### src/rtl/uart_rxf_pkg.sv
package uart_rxf_pkg;
    localparam int CHAR_W = 8;
    localparam int STAT_W = 16;

    typedef struct packed {
        logic              brk;
        logic              frm;
        logic              par;
        logic [CHAR_W-1:0] ch;
    } rx_entry_t;

    typedef enum logic [1:0] {
        LV_EMPTY   = 2'd0,
        LV_PARTIAL = 2'd1,
        LV_FULL    = 2'd2
    } level_e;

    typedef enum logic {
        OV_CLEAR   = 1'b0,
        OV_FLAGGED = 1'b1
    } ovr_e;
endpackage

### src/rtl/rxf_store.sv
module rxf_store
    import uart_rxf_pkg::*;
#(
    parameter int DEPTH = 16
) (
    input  logic      clk,
    input  logic      rst_n,
    input  logic      push_req,
    input  rx_entry_t entry_in,
    input  logic      pop_req,
    output rx_entry_t head,
    output logic      push_ok,
    output logic      pop_ok,
    output logic      non_empty
);
    localparam int PW = (DEPTH > 1) ? $clog2(DEPTH) : 1;
    localparam int CW = $clog2(DEPTH + 1);
    localparam logic [PW-1:0] LAST = PW'(DEPTH - 1);
    localparam logic [CW-1:0] FULL_CNT = CW'(DEPTH);

    level_e        level_q, level_d;
    logic [CW-1:0] cnt_q, cnt_d;
    logic [PW-1:0] wr_ptr, rd_ptr;
    rx_entry_t     mem [DEPTH];

    assign pop_ok    = pop_req && (level_q != LV_EMPTY);
    assign push_ok   = push_req && ((level_q != LV_FULL) || pop_ok);
    assign non_empty = (level_q != LV_EMPTY);
    assign head      = non_empty ? mem[rd_ptr] : '0;

    always_comb begin
        cnt_d = cnt_q;
        if (push_ok && !pop_ok)
            cnt_d = cnt_q + 1'b1;
        else if (pop_ok && !push_ok)
            cnt_d = cnt_q - 1'b1;
    end

    always_comb begin
        level_d = level_q;
        unique case (level_q)
            LV_EMPTY:   if (push_ok) level_d = (cnt_d == FULL_CNT) ? LV_FULL : LV_PARTIAL;
            LV_PARTIAL: begin
                if (cnt_d == '0)            level_d = LV_EMPTY;
                else if (cnt_d == FULL_CNT) level_d = LV_FULL;
            end
            LV_FULL:    if (cnt_d != FULL_CNT) level_d = (cnt_d == '0) ? LV_EMPTY : LV_PARTIAL;
            default:    level_d = LV_EMPTY;
        endcase
    end

    always_ff @(posedge clk or negedge rst_n) begin
        if (!rst_n) begin
            level_q <= LV_EMPTY;
            cnt_q   <= '0;
            wr_ptr  <= '0;
            rd_ptr  <= '0;
        end else begin
            level_q <= level_d;
            cnt_q   <= cnt_d;
            if (push_ok) wr_ptr <= (wr_ptr == LAST) ? '0 : wr_ptr + 1'b1;
            if (pop_ok)  rd_ptr <= (rd_ptr == LAST) ? '0 : rd_ptr + 1'b1;
        end
    end

    always_ff @(posedge clk) begin
        if (push_ok) mem[wr_ptr] <= entry_in;
    end

    p_cnt_bound_r1: assert property (@(posedge clk) disable iff (!rst_n)
        cnt_q <= FULL_CNT);
    p_rdptr_hold_r3: assert property (@(posedge clk) disable iff (!rst_n)
        !pop_req |=> $stable(rd_ptr));
    p_full_drop_r5: assert property (@(posedge clk) disable iff (!rst_n)
        (push_req && level_q == LV_FULL && !pop_req) |=> ($stable(cnt_q) && $stable(wr_ptr)));
    p_empty_pop_r10: assert property (@(posedge clk) disable iff (!rst_n)
        (level_q == LV_EMPTY) |-> !pop_ok);
endmodule

### src/rtl/rxf_tagcount.sv
module rxf_tagcount #(
    parameter int DEPTH = 16
) (
    input  logic clk,
    input  logic rst_n,
    input  logic push_ok,
    input  logic push_tagged,
    input  logic pop_ok,
    input  logic pop_tagged,
    output logic any_err
);
    localparam int CW = $clog2(DEPTH + 1);

    logic [CW-1:0] tag_cnt;
    logic          inc, dec;

    assign inc     = push_ok && push_tagged;
    assign dec     = pop_ok && pop_tagged;
    assign any_err = (tag_cnt != '0);

    always_ff @(posedge clk or negedge rst_n) begin
        if (!rst_n)
            tag_cnt <= '0;
        else if (inc && !dec)
            tag_cnt <= tag_cnt + 1'b1;
        else if (dec && !inc)
            tag_cnt <= tag_cnt - 1'b1;
    end

    p_tag_no_underflow_r4: assert property (@(posedge clk) disable iff (!rst_n)
        dec |-> (tag_cnt != '0));
    p_tag_bound_r4: assert property (@(posedge clk) disable iff (!rst_n)
        tag_cnt <= CW'(DEPTH));
endmodule

### src/rtl/rxf_overrun.sv
module rxf_overrun
    import uart_rxf_pkg::*;
(
    input  logic clk,
    input  logic rst_n,
    input  logic lost,
    input  logic stat_rd,
    output logic ovr
);
    ovr_e state_q, state_d;

    always_comb begin
        state_d = state_q;
        unique case (state_q)
            OV_CLEAR:   if (lost) state_d = OV_FLAGGED;
            OV_FLAGGED: if (stat_rd && !lost) state_d = OV_CLEAR;
            default:    state_d = OV_CLEAR;
        endcase
    end

    always_ff @(posedge clk or negedge rst_n) begin
        if (!rst_n) state_q <= OV_CLEAR;
        else        state_q <= state_d;
    end

    always_comb begin
        ovr = (state_q == OV_FLAGGED);
    end

    p_set_wins_r7: assert property (@(posedge clk) disable iff (!rst_n)
        lost |=> ovr);
    p_clear_on_read_r7: assert property (@(posedge clk) disable iff (!rst_n)
        (ovr && stat_rd && !lost) |=> !ovr);
endmodule

### src/rtl/uart_rx_fifo_lsr.sv
module uart_rx_fifo_lsr
    import uart_rxf_pkg::*;
#(
    parameter int DEPTH = 16
) (
    input  logic              clk,
    input  logic              rst_n,
    input  logic              push_valid,
    input  logic [CHAR_W-1:0] push_data,
    input  logic              push_brk,
    input  logic              push_frm,
    input  logic              push_par,
    input  logic              tx_fifo_empty,
    input  logic              tx_shift_empty,
    input  logic              rd_data_strobe,
    input  logic              rd_stat_strobe,
    output logic [CHAR_W-1:0] head_data,
    output logic [STAT_W-1:0] status
);
    rx_entry_t entry_in, head;
    logic      push_ok, pop_ok, non_empty, any_err, ovr;

    assign entry_in = '{brk: push_brk, frm: push_frm, par: push_par, ch: push_data};

    rxf_store #(.DEPTH(DEPTH)) u_store (
        .clk       (clk),
        .rst_n     (rst_n),
        .push_req  (push_valid),
        .entry_in  (entry_in),
        .pop_req   (rd_data_strobe),
        .head      (head),
        .push_ok   (push_ok),
        .pop_ok    (pop_ok),
        .non_empty (non_empty)
    );

    rxf_tagcount #(.DEPTH(DEPTH)) u_tags (
        .clk         (clk),
        .rst_n       (rst_n),
        .push_ok     (push_ok),
        .push_tagged (push_brk | push_frm | push_par),
        .pop_ok      (pop_ok),
        .pop_tagged  (head.brk | head.frm | head.par),
        .any_err     (any_err)
    );

    rxf_overrun u_ovr (
        .clk     (clk),
        .rst_n   (rst_n),
        .lost    (push_valid && !push_ok),
        .stat_rd (rd_stat_strobe),
        .ovr     (ovr)
    );

    assign head_data = head.ch;
    assign status    = {8'h00, any_err, tx_fifo_empty & tx_shift_empty, tx_fifo_empty,
                        head.brk, head.frm, head.par, ovr, non_empty};

    p_empty_head_zero_r2: assert property (@(posedge clk) disable iff (!rst_n)
        !status[0] |-> (head_data == '0 && status[4:2] == 3'b000));
    p_err_needs_data_r4: assert property (@(posedge clk) disable iff (!rst_n)
        status[7] |-> status[0]);
    p_stat_read_no_pop_r3: assert property (@(posedge clk) disable iff (!rst_n)
        (rd_stat_strobe && !rd_data_strobe && !push_valid) |=> ($stable(head_data) && $stable(status[0])));
endmodule

### config.mk
export PLATFORM = sky130hd
export DESIGN_NAME = uart_rx_fifo_lsr
export DESIGN_NICKNAME = d
export VERILOG_FILES = /design/src/rtl/uart_rxf_pkg.sv /design/src/rtl/rxf_store.sv /design/src/rtl/rxf_tagcount.sv /design/src/rtl/rxf_overrun.sv /design/src/rtl/uart_rx_fifo_lsr.sv
export SDC_FILE = /design/constraint.sdc
export NUM_CORES = 1
export LEC_CHECK = 0
export CAP_MARGIN = 0
export CORE_AREA = 2 2 138 140
export DETAILED_ROUTE_END_ITERATION = 12
export DIE_AREA = 0 0 140 142
export MAX_ROUTING_LAYER = met4
export PLACE_DENSITY_LB_ADDON = 0.12
export RECOVER_POWER = 50
export SYNTH_ARGS = -nofsm -noshare
export SYNTH_HDL_FRONTEND = slang
export SYNTH_SLANG_ARGS = --single-unit
### constraint.sdc
create_clock -name clk -period 5.55 [get_ports clk]
set_input_delay 1.11 -clock clk [delete_from_list [all_inputs] [get_ports clk]]
set_output_delay 1.11 -clock clk [all_outputs]
set_load 0.005 [all_outputs]
# After elaboration in Yosys (flattened, before gate mapping)
# Memory sizes are Yosys's and may differ from the RTL's.
# Index checks and enable logic that the tools add are counted.
# W data, S select, Z words.
# classes
div_mod_pow	0
n_shift	0
reduce_logical	22
order_cmp	0
bitwise_logic	6
muxes	19
eq_ne	10
addsub	6
multipliers	0
# ops
cell	count
$mux W5	4
$mux W11	1
$add A5 B1 Y5 const B	2
$logic_and A1 B1 Y1	10
$mux W2	5
$sub A5 B1 Y5 const B	2
$add A4 B1 Y4 const B	2
$eq A4 B4 Y1 const B	2
$mux W4	2
$pmux W2 S3	1
$eq A5 B5 Y1 const B	1
$logic_not A1 Y1	5
$logic_not A5 Y1	1
$mux W1	5
$ne A5 B5 Y1 const B	1
$reduce_bool A5 Y1	1
$ne A2 B1 Y1 const B	2
$or A1 B1 Y1	4
$reduce_bool A2 Y1	2
$ne A3 B1 Y1 const B	1
$reduce_and A3 Y1	1
$eq A2 B1 Y1 const B	1
$eq A2 B2 Y1 const B	1
$logic_not A2 Y1	1
other kinds (5)	5
# word_totals
inputBits	18
memories	1
latchBits	0
mem_bits_ro	0
elab_cells	70
ram_bits	176
register_bits	21
# memory_table
memory	words	word_bits	rd	rd_ports_with_merged_regs	wr	line	rtl
u_store.mem	16	11	1	0	1	rxf_store.sv:24	rx_entry_t mem [DEPTH];

# Longest topological paths before layout
# Gate-level depths: netlist of run 1.
# logic_depth
word_depth	12
ltp_mapped	16
mapped_depth_nobuf	13

# Modules after synthesis
# From an unflattened synthesis of run 1, not the netlist that was laid out.
# unflattened
hier_cells	439
hier_area_um2	8321.7
# by_module_without_submodules
module	seq_area_each_um2	n_inst	cells_per_inst	area_per_inst_um2
rxf_store	5660.4	1	376	7763.7
rxf_tagcount	125.1	1	43	402.9
uart_rx_fifo_lsr	0.0	1	17	118.9
rxf_overrun	25.0	1	3	36.3

# Worst setup path before layout of run 1
# Ideal clock, no wire load.
# synth_path
kind	input -> register
start	input port push_valid
end	register u_tags.tag_cnt[4]
cell_stages	12
path_slack_ps	2041
required_ps	5471
arrival_ps	3430
setup_time_ps	79
n_path_buf	2
path_cell_list	clkbuf_1 > nor2b_1 > clkbuf_1 > o31a_1 > ha_1 > inv_1 > ha_1 > nor2b_1 > o21a_1 > or3_1 > a21oi_1 > xor2_1
# synth_via
elab_chain_cells	5
word_cells_on_any_way	7
cone_classes	1 x mux; 6 x reduce/logical
# synth_lines
item	line	rtl
start, declared	uart_rx_fifo_lsr.sv:8	input logic push_valid,
$logic_and A1 B1 Y1 *	rxf_store.sv:27	assign push_ok = push_req && ((level_q != LV_FULL) || pop_ok);
$logic_and A1 B1 Y1 *	rxf_tagcount.sv:17	assign inc = push_ok && push_tagged;
$logic_not A1 Y1	rxf_tagcount.sv:26	else if (dec && !inc)
$logic_and A1 B1 Y1	rxf_tagcount.sv:26	
$reduce_bool A2 Y1 (no line)	--	
end signal, assigned	rxf_tagcount.sv:25	tag_cnt <= tag_cnt + 1'b1;
end signal, assigned	rxf_tagcount.sv:27	tag_cnt <= tag_cnt - 1'b1;
end, declared	rxf_tagcount.sv:14	logic [CW-1:0] tag_cnt;
# Mark *: on every way between the ends. The rest lies on a longest branch, timed or not.
# A chain may end at the register's enable or synchronous reset.

# Worst setup path in the final report of run 1
# layout_path
start	register u_store.rd_ptr[1]
end	output port head_data[3]
# layout_via
elab_chain_cells	2
# layout_lines
item	line	rtl
start, declared	rxf_store.sv:23	logic [PW-1:0] wr_ptr, rd_ptr;
start signal, assigned	rxf_store.sv:62	if (pop_ok) rd_ptr <= (rd_ptr == LAST) ? '0 : rd_ptr + 1'b1;
$mem_v2 Z16 W11	--	
$mux W11	rxf_store.sv:29	assign head = non_empty ? mem[rd_ptr] : '0;
end, declared	uart_rx_fifo_lsr.sv:17	output logic [CHAR_W-1:0] head_data,
# Every way passes these cells.

==> summary.txt, run 1 <==
Clock tree
  – Setup Buffers After CTS: 0
  – Root buf cell: clkbuf_16
  – Clock Sinks: 197
  – PostCTS Resize Cnt: 0
  – CTS tree: yes
  – Clk slew on worst S/H paths: 60 ps
  – Total CTS buffers: 17
  – Clock latency on the worst-skew pair: 430 ps
  – CTS H-tree lvls: 4
  – CTS Buffer Depth: 2
  – Hold buffer count at CTS: 0

Global route
  – First-pass GRT wire length: 25900 µm
  – Largest net degree at the start of global routing: 35
  – Gr usage total: 18.9%
  – Grt met2 use: 31.2%
  – Congestion Overflow GR: 0
  – GR peak layer: met2
  – Number of global-route vias before repair: approximately 4300
  – M1 GR Usage: between 20% and 30%
  – Antenna violations before repair: 0
  – Global routing usage on met3: approximately 3.3%

STA
  – Setup Skew: 9.77 ps
  – Unrepaired setup endpoints after global routing: no
  – TNS Setup: 0 ps
  – Period minus WS final: approximately 4400 ps
  – Final Max Slew Viols: 0
  – Setup violations, final: 0
  – Slew HR: 28.3%
  – Worst-Margin Slew: around 1100 ps
  – Hold Vio Cnt, Final: 0
  – Final cycle utilization of the critical path: about four fifths
  – FMAX: 230 MHz

Die
  – Die Y: 142 µm
  – Row count: 50
  – Initial Util: between 40 and 50%
  – Die area: 19900 µm²
  – Chip Width: between 100 and 150 µm
  – Core footprint: 18500 µm²
  – I/O pin count: 42

Critical path
  – Crit-path max FO: 34
  – Worst Setup End Kind: output pin
  – Critical Path RT: 4440 ps
  – WP data arrival: 3240 ps
  – WS Path Type: register to output pin
  – Startpoint Class: register

Finish
  – Commonest cells after routing, fill and taps aside: 176 x edfxtp_1, 50 x mux4_2, 21 x nand2_1
  – Diodes inserted: 0
  – Area Growth Syn to Fin: 14.7%
  – Final core utilization: 50.8%
  – Layout cells sized above 1: between 20% and 30%
  – Commonest non-fill, non-tap cell in the layout: edfxtp_1
  – # nets final: 512

Placed design
  – DP HPWL: roughly 10000 µm
  – Number of port buffers: 33
  – Placer Congestion: 0.756

Pwr
  – PD cells: between 500 and 600 nW/µm²
  – Maximum VDD drop: about 0.25 mV
  – Static Leak: 3.06 nW

Drt
  – Number of routed nets with antenna violations: 0
  – DRC: 5
  – Vias: about 4100
  – Initial DRC count: 256
  – Drt pass-1 iters: 11
  – Vias per inst: 5.63
  – Detailed Route WL: 17100 µm
  – Routed WL per cell: 23.4 µm

Worst hold path
  – Hold crit path type: register to register

Synthesis
  – Library cells used by synthesis: between 40 and 50
  – Sequential-to-total area share from yosys stat: 71.2%
  – Yosys warns: 0
  – Cells after Synth: 447
  – Post-synth EDFFs: 176
  – Syn Area/Cell: ~18 µm²
  – FFs w/ async S/R, synth: 10.7%
  – Mapped Area: 8170 µm²
  – Main flop type after synthesis: edfxtp_1
  – Synthesized flop and latch total: 197

Status
  – Outcome: finished with violations
  – Failing checks: design-rule violations

Flow run
  – # Max-Cap Violations: 0
## critical path: stages (launching register included)
cell and delay, ps:
dfrtp_2 970, buf_4 400, mux4_2 360, mux4_2 470, and2_1 170, clkdlybuf4s50_1 440
## flip-flops by register name (all words and copies together), names as in the netlist
| name | cells |
|---|---|
| u_store.mem | 176 |
| u_store.wr_ptr | 4 |
| u_store.level_q | 2 |
| u_store.cnt_q | 5 |
| u_tags.tag_cnt | 5 |
| u_store.rd_ptr | 4 |
| u_ovr.ovr | 1 |
## power breakdown
group | leakage [nW] | internal (W) | switching (W) | total [W]
combinational | 0.933 | 0.000803 | 0.000612 | 0.00142
clock | 0.287 | 0.000753 | 0.000525 | 0.00128
sequential | 1.84 | 0.00180 | 0.000250 | 0.00204
total | 3.06 | 0.00335 | 0.00139 | 0.00474
## cells by family (layout without fill, tap and decap cells)
group           after synthesis  in the layout  synth area share [%]
xor+xnor                      9              9                 0.965
buf+inv                      41             81                  2.68
simple gates                 95             95                  5.90
compound gates               37             37                  2.85
fa+ha+maj                    12             12                  1.93
flops                       197            197                  71.2
other cells                   1              8                0.0459
mux                          55             55                  14.5
## synthesized netlist by cell type, types with 2 or more instances
cell	n	area share [%]
a21o_1	3	0.28
a21oi_1	5	0.31
a22oi_1	2	0.18
a31oi_1	2	0.15
and2_1	11	0.84
buf_1	4	0.18
buf_2	4	0.25
buf_4	14	1.3
clkbuf_1	9	0.41
dfrtp_1	21	6.4
edfxtp_1	176	65
ha_1	11	1.7
inv_1	9	0.41
mux2i_1	4	0.49
mux4_2	50	14
nand2_1	21	0.97
nand2b_1	2	0.15
nand3_1	12	0.74
nor2_1	21	0.97
nor2b_1	5	0.38
nor3_1	7	0.43
nor3b_1	6	0.55
o21ai_0	15	0.92
or3_1	4	0.31
xnor2_1	6	0.64
xor2_1	3	0.32
## metal layers
metal,routed length (µm),vias up
li1,-,1819
met4,210,0
met5,0,-
met2,8740,90
met1,7490,2179
met3,619,14
## metrics by stage
stage               hold slack (ps)  instances  cell area (µm²)  power [W]  setup WS (ps)
detailed placement              482        697             8760    0.00352           1180
CTS                             494        728             9370    0.00480           1130
global placement                477        697             8760    0.00349           1290
finish                          484        728             9370    0.00474           1200
global route                    528        728             9370    0.00499           1050
floorplan                       442        454             8190    0.00297           2040
## path summary, 6_finish.rpt
kind,startpoint,endpoint,slack (ps),cells after the start
max,u_store.rd_ptr[1],head_data[3],1200,5
min in group asynchronous,rst_n,u_tags.tag_cnt[0],1310,1
max reg2reg,u_store.rd_ptr[0],u_tags.tag_cnt[4],1630,13
min reg2reg,u_tags.tag_cnt[4],u_tags.tag_cnt[4],480,1
min,u_tags.tag_cnt[4],u_tags.tag_cnt[4],480,1
max in group asynchronous,rst_n,u_store.rd_ptr[0],3540,1
## final cells by class
class | instances | area (µm²)
Fill cell | 1488 | 9090
Timing Repair Buffer | 41 | 403
Clock inverter | 12 | 178
Multi-Input combinational cell | 216 | 2210
Tap cell | 234 | 293
Clock buffer | 19 | 433
Sequential cell | 197 | 5810
Inverter | 9 | 33.8
Power figures use the tool's default switching activity.
==> run 2: changes to the inputs <==
==> constraint.sdc (replaced) <==
create_clock -name clk -period 4.03 [get_ports clk]
set_input_delay 0.806 -clock clk [delete_from_list [all_inputs] [get_ports clk]]
set_output_delay 0.806 -clock clk [all_outputs]
set_load 0.005 [all_outputs]
==> run 2 against run 1 <==
Net effect: the run still ends with design-rule violations left; combinational power grew 48%; critical path type unchanged; highest routed layer unchanged; largest cell class unchanged; non-clock buffer count grew 29; first-iteration DRC count grew 68%; power grew 36%; largest power group unchanged; sequential share of layout area shrank 0.87 points.
==> summary.txt, run 2 (synthesis results as in run 1) <==
Clock tree
  – Clk slew on worst S/H paths: 70 ps
  – Clock Sinks: 197
  – CTS tree: yes
  – Setup Buffers After CTS: 0
  – Hold buffer count at CTS: 0
  – CTS H-tree lvls: 4
  – Total CTS buffers: 17
  – PostCTS Resize Cnt: 0
  – Root buf cell: clkbuf_16
  – CTS Buffer Depth: 2
  – Clock latency on the worst-skew pair: 430 ps

Drt
  – DRC: 2
  – Met1 WL: 7740 µm
  – Drt pass-1 iters: 10
  – Met3 WL: 840 µm
  – Routed WL per cell: 22.8 µm
  – Initial DRC count: 429
  – Vias: 4183
  – Number of routed nets with antenna violations: 0
  – Vias per inst: 5.52
  – Detailed Route WL: 17300 µm
  – Highest Signal Layer: met4
  – Detail Route met2 WL: roughly 8500 µm

Critical path
  – Startpoint Class: register
  – WP data arrival: just over 3000 ps
  – Worst Setup End Kind: output pin
  – WS Path Type: register to output pin
  – Crit-path max FO: 12
  – Critical Path RT: 3220 ps

Finish
  – Commonest non-fill, non-tap cell in the layout: edfxtp_1
  – Max reg flops: 176
  – Layout cells sized above 1: a little under a quarter
  – Biggest register: u_store.mem
  – Diodes inserted: 0
  – # nets final: 541
  – Commonest cells after routing, fill and taps aside: 176 x edfxtp_1, 50 x mux4_2, 32 x buf_4
  – Area Growth Syn to Fin: 16.3%
  – Fillers: 1477
  – Biggest regs: u_store.mem (176), u_store.cnt_q (5), u_tags.tag_cnt (5)
  – Final non-filler cell total: 758

Die
  – Row count: 50
  – Die area: 19900 µm²
  – Core footprint: around 18000 µm²
  – Die Y: 142 µm
  – Initial Util: 44.2%
  – I/O pin count: between 40 and 50
  – Chip Width: between 100 and 150 µm

STA
  – Hold WS: 494 ps
  – Final cycle utilization of the critical path: 95.2%
  – FMAX: between 200 and 300 MHz
  – Hold Vio Cnt, Final: 0
  – Setup Skew: 10.3 ps
  – Slew HR: 24.6%
  – Setup violations, final: 0
  – Period minus WS final: roughly 3800 ps
  – Final Max Slew Viols: 0
  – TNS Setup: 0 ps
  – Unrepaired setup endpoints after global routing: no
  – Worst-Margin Slew: 1130 ps

Global route
  – Largest net degree at the start of global routing: 30
  – First-pass GRT wire length: 26100 µm
  – Antenna violations before repair: 0
  – Gr usage total: roughly a fifth
  – Number of global-route vias before repair: 4283
  – Congestion Overflow GR: 0

Pwr
  – Maximum VDD drop: 0.319 mV
  – Static Leak: 3.19 nW
  – PD cells: 678 nW/µm²

Placed design
  – Number of port buffers: 33
  – DP HPWL: 11200 µm
  – Placer Congestion: 0.788
  – Placed cell count: 726

Status
  – Failing checks: design-rule violations
  – Outcome: finished with violations

Worst hold path
  – Hold crit path type: register to register

Flow run
  – # Max-Cap Violations: 0
run 2: cell count changes in the layout (fill, tap and decap cells not counted), moves of 3 or more:
cell and delta:
nor2_1 +10, bufinv_16 -3, nor2_2 -10, clkbuf_8 +3, clkinv_4 +3, clkbuf_1 +4, buf_4 +25
run 2: cell type report:
class / count / area (µm²) / share of cell area (%)
Sequential cell: 197 / 5810 / 61.2
Multi-Input combinational cell: 216 / 2180 / 23.0
Timing Repair Buffer: 70 / 606 / 6.37
Clock buffer: 22 / 474 / 4.99
Tap cell: 234 / 293 / 3.08
Clock inverter: 10 / 98.8 / 1.04
Inverter: 9 / 33.8 / 0.356
run 2: where the power goes:
part / internal, W / switching, W / total, W
clock: 0.000907 / 0.000737 / 0.00164
sequential: 0.00247 / 0.000226 / 0.00270
combinational: 0.00115 / 0.000948 / 0.00210
run 2: worst max-delay path, cell delays in order (launching register included):
cell and delay, ps:
dfrtp_2 600, buf_4 340, mux4_2 550, mux4_2 470
and2_1 190, clkdlybuf4s50_1 450
run 2: path summary, 6_finish.rpt:
path                              startpoint  depth (start not counted)  slack (ps)                 to
setup / recovery           u_store.rd_ptr[0]                          5         190       head_data[5]
hold / removal             u_tags.tag_cnt[4]                          1         490  u_tags.tag_cnt[4]
setup reg to reg           u_store.rd_ptr[3]                         13         540  u_tags.tag_cnt[4]
hold reg to reg            u_tags.tag_cnt[4]                          1         490  u_tags.tag_cnt[4]
max in group asynchronous              rst_n                          1        2240  u_store.rd_ptr[1]
min in group asynchronous              rst_n                          1        1040  u_tags.tag_cnt[0]
run 2: routing by layer:
layer | vias to the layer above | GRT usage, %
li1 | 1869 | -
met1 | 2192 | 25.9
met2 | 107 | 29.5
met3 | 15 | 3.97
met4 | 0 | 5.05
met5 | - | -
run 2: metrics by stage:
step | total power, W | setup WS [ps] | cell area (µm²) | util [%]
finish | 0.00644 | 192 | 9500 | 51.5
global route | 0.00678 | 28.7 | 9500 | 51.5
CTS | 0.00654 | 122 | 9520 | 51.6
detailed placement | 0.00488 | 426 | 8940 | 48.5
global placement | 0.00485 | 526 | 8940 | 48.5
floorplan | 0.00409 | 638 | 8190 | -
==> run 3: changes to the inputs <==
--- a/config.mk
+++ b/config.mk
@@ -5,13 +5,14 @@
 export SDC_FILE = /design/constraint.sdc
 export NUM_CORES = 1
 export LEC_CHECK = 0
-export CAP_MARGIN = 0
-export CORE_AREA = 2 2 138 140
+export CAP_MARGIN = 10
+export CORE_AREA = 2 2 124 156
 export DETAILED_ROUTE_END_ITERATION = 12
-export DIE_AREA = 0 0 140 142
+export DIE_AREA = 0 0 126 158
 export MAX_ROUTING_LAYER = met4
 export PLACE_DENSITY_LB_ADDON = 0.12
 export RECOVER_POWER = 50
+export SETUP_SLACK_MARGIN = 0.4
 export SYNTH_ARGS = -nofsm -noshare
 export SYNTH_HDL_FRONTEND = slang
 export SYNTH_SLANG_ARGS = --single-unit
==> run 3 against run 2 <==
Net effect: the run now ends clean; clock skew is 6.9 ps higher; count of clock-buffer cells in the layout fell by 3; non-clock buffer count rose by 2; via count decreased by 0.14%; design area up 1.7%.
==> summary.txt, run 3 (synthesis results as in run 1) <==
Die
  – Initial Util: 44.1%
  – Die area: 19900 µm²
  – Die Y: about 160 µm
  – Row count: 56
  – Core footprint: roughly 18000 µm²
  – Chip Width: roughly 130 µm
  – I/O pin count: 42

Drt
  – Routed WL per cell: 22.8 µm
  – Vias: 4177
  – Initial DRC count: between 200 and 300
  – DRC: 0
  – Detailed Route WL: 17300 µm
  – Number of routed nets with antenna violations: 0
  – Drt pass-1 iters: 4
  – Vias per inst: ~5.5

Global route
  – Gr usage total: 18.9%
  – Global routing usage on met3: 4.02%
  – Congestion Overflow GR: 0
  – M1 GR Usage: 23.8%
  – Number of global-route vias before repair: 4400
  – Largest net degree at the start of global routing: 37
  – Grt met2 use: between 30% and 40%
  – First-pass GRT wire length: 26400 µm
  – GR peak layer: met2
  – Antenna violations before repair: 0

STA
  – Setup violations, final: 0
  – Setup Skew: around 17 ps
  – Unrepaired setup endpoints after global routing: yes
  – FMAX: between 200 and 300 MHz
  – Period minus WS final: 3590 ps
  – TNS Setup: 0 ps
  – Hold Vio Cnt, Final: 0
  – Worst-Margin Slew: 1030 ps
  – Hold WS: 511 ps
  – Final Max Slew Viols: 0
  – Slew HR: 31.0%
  – Final cycle utilization of the critical path: roughly 90%

Critical path
  – WP data arrival: 2790 ps
  – Crit-path max FO: 11
  – R2r setup slk: 530 ps
  – Worst Setup End Kind: output pin
  – Critical Path RT: around 3200 ps
  – WS Path Type: register to output pin
  – Startpoint Class: register

Finish
  – # nets final: between 500 and 600
  – Biggest regs: u_store.mem (176), u_store.cnt_q (5), u_tags.tag_cnt (5)
  – Commonest cells after routing, fill and taps aside: 176 x edfxtp_1, 50 x mux4_2, 28 x buf_4
  – Diodes inserted: 0
  – Commonest non-fill, non-tap cell in the layout: edfxtp_1
  – Final core utilization: 52.3%
  – Area Growth Syn to Fin: 18.4%
  – Layout cells sized above 1: 24.9%
  – Max reg flops: 176
  – Biggest register: u_store.mem
  – Fillers: about 1500

Clock tree
  – Clk slew on worst S/H paths: 70 ps
  – CTS Buffer Depth: 2
  – Total CTS buffers: 17
  – Root buf cell: clkbuf_16
  – Hold buffer count at CTS: 0
  – Clock latency on the worst-skew pair: between 400 and 500 ps
  – CTS H-tree lvls: 4
  – Clock Sinks: between 150 and 200
  – CTS tree: yes

Pwr
  – PD cells: 698 nW/µm²
  – Pwr Total: 0.00675 W
  – Maximum VDD drop: 0.335 mV
  – Static Leak: ~3.3 nW

Placed design
  – DP HPWL: 10800 µm
  – Number of port buffers: 33
  – Placer Congestion: 0.752

Worst hold path
  – Hold crit path type: register to register

Status
  – Outcome: complete, no violations

Flow run
  – # Max-Cap Violations: 0
run 3: cell count changes in the layout (fill, tap and decap cells not counted), sizes merged:
cell,delta
inv,+3
dlymetal6s2s,+2
clkinv,-4
bufinv,+2
clkinvlp,+2
buf,-1
clkdlybuf4s50,-2
run 3: layout make-up:
class	count	area, µm²	share of cell area, %
flip-flops and latches	197	5820	60.2
multi-input cells	216	2200	22.8
repair buffers	72	702	7.26
clock buffers	19	453	4.69
well taps	232	290	3.00
clock inverters	13	169	1.75
inverters	9	33.8	0.350
run 3: where the power goes:
group          switching, W  internal, W  leakage (nW)  total [W]
sequential         0.000212      0.00248          1.84    0.00269
combinational       0.00102      0.00127          1.13    0.00228
clock              0.000760      0.00102         0.298    0.00178
total               0.00199      0.00476          3.26    0.00675
run 3: worst max-delay path, stage by stage (launching register included):
cell and delay [ps]:
dfrtp_4 530, clkbuf_16 220, mux4_2 520, mux4_2 460, and2_1 170, clkdlybuf4s50_1 440
run 3: per-stage QoR:
step                      cell area, µm²  cells  setup WS [ps]
after floorplan                     8190    454            638
after global placement              8910    719            466
after detailed placement            8910    719            411
after CTS                           9570    754            411
after global routing                9670    758            352
final                               9670    758            438
run 3: worst paths after layout:
| kind | end | from | cells past startpoint |
|---|---|---|---|
| max reg2reg | u_tags.tag_cnt[4] | u_store.rd_ptr[0] | 13 |
| min in group asynchronous | u_ovr.ovr | rst_n | 1 |
| min | u_tags.tag_cnt[4] | u_tags.tag_cnt[4] | 1 |
| max | head_data[7] | u_store.rd_ptr[0] | 5 |
| max in group asynchronous | u_store.rd_ptr[0] | rst_n | 1 |
| min reg2reg | u_tags.tag_cnt[4] | u_tags.tag_cnt[4] | 1 |
run 3: timing repair:
action                                  in CTS  in global routing
pin swaps                                    0                  2
endpoints found under the setup margin       9                  8
gates cloned                                 0                  2
buffers inserted                             3                  2
resized for setup                            2                 13
run 3: per-layer routing:
layer  share of wire [%]  vias to the layer above
met5                   0                        -
li1                    -                     1877
met1                  43                     2198
met3                 4.6                       18
met2                  51                       84
met4                 1.5                        0
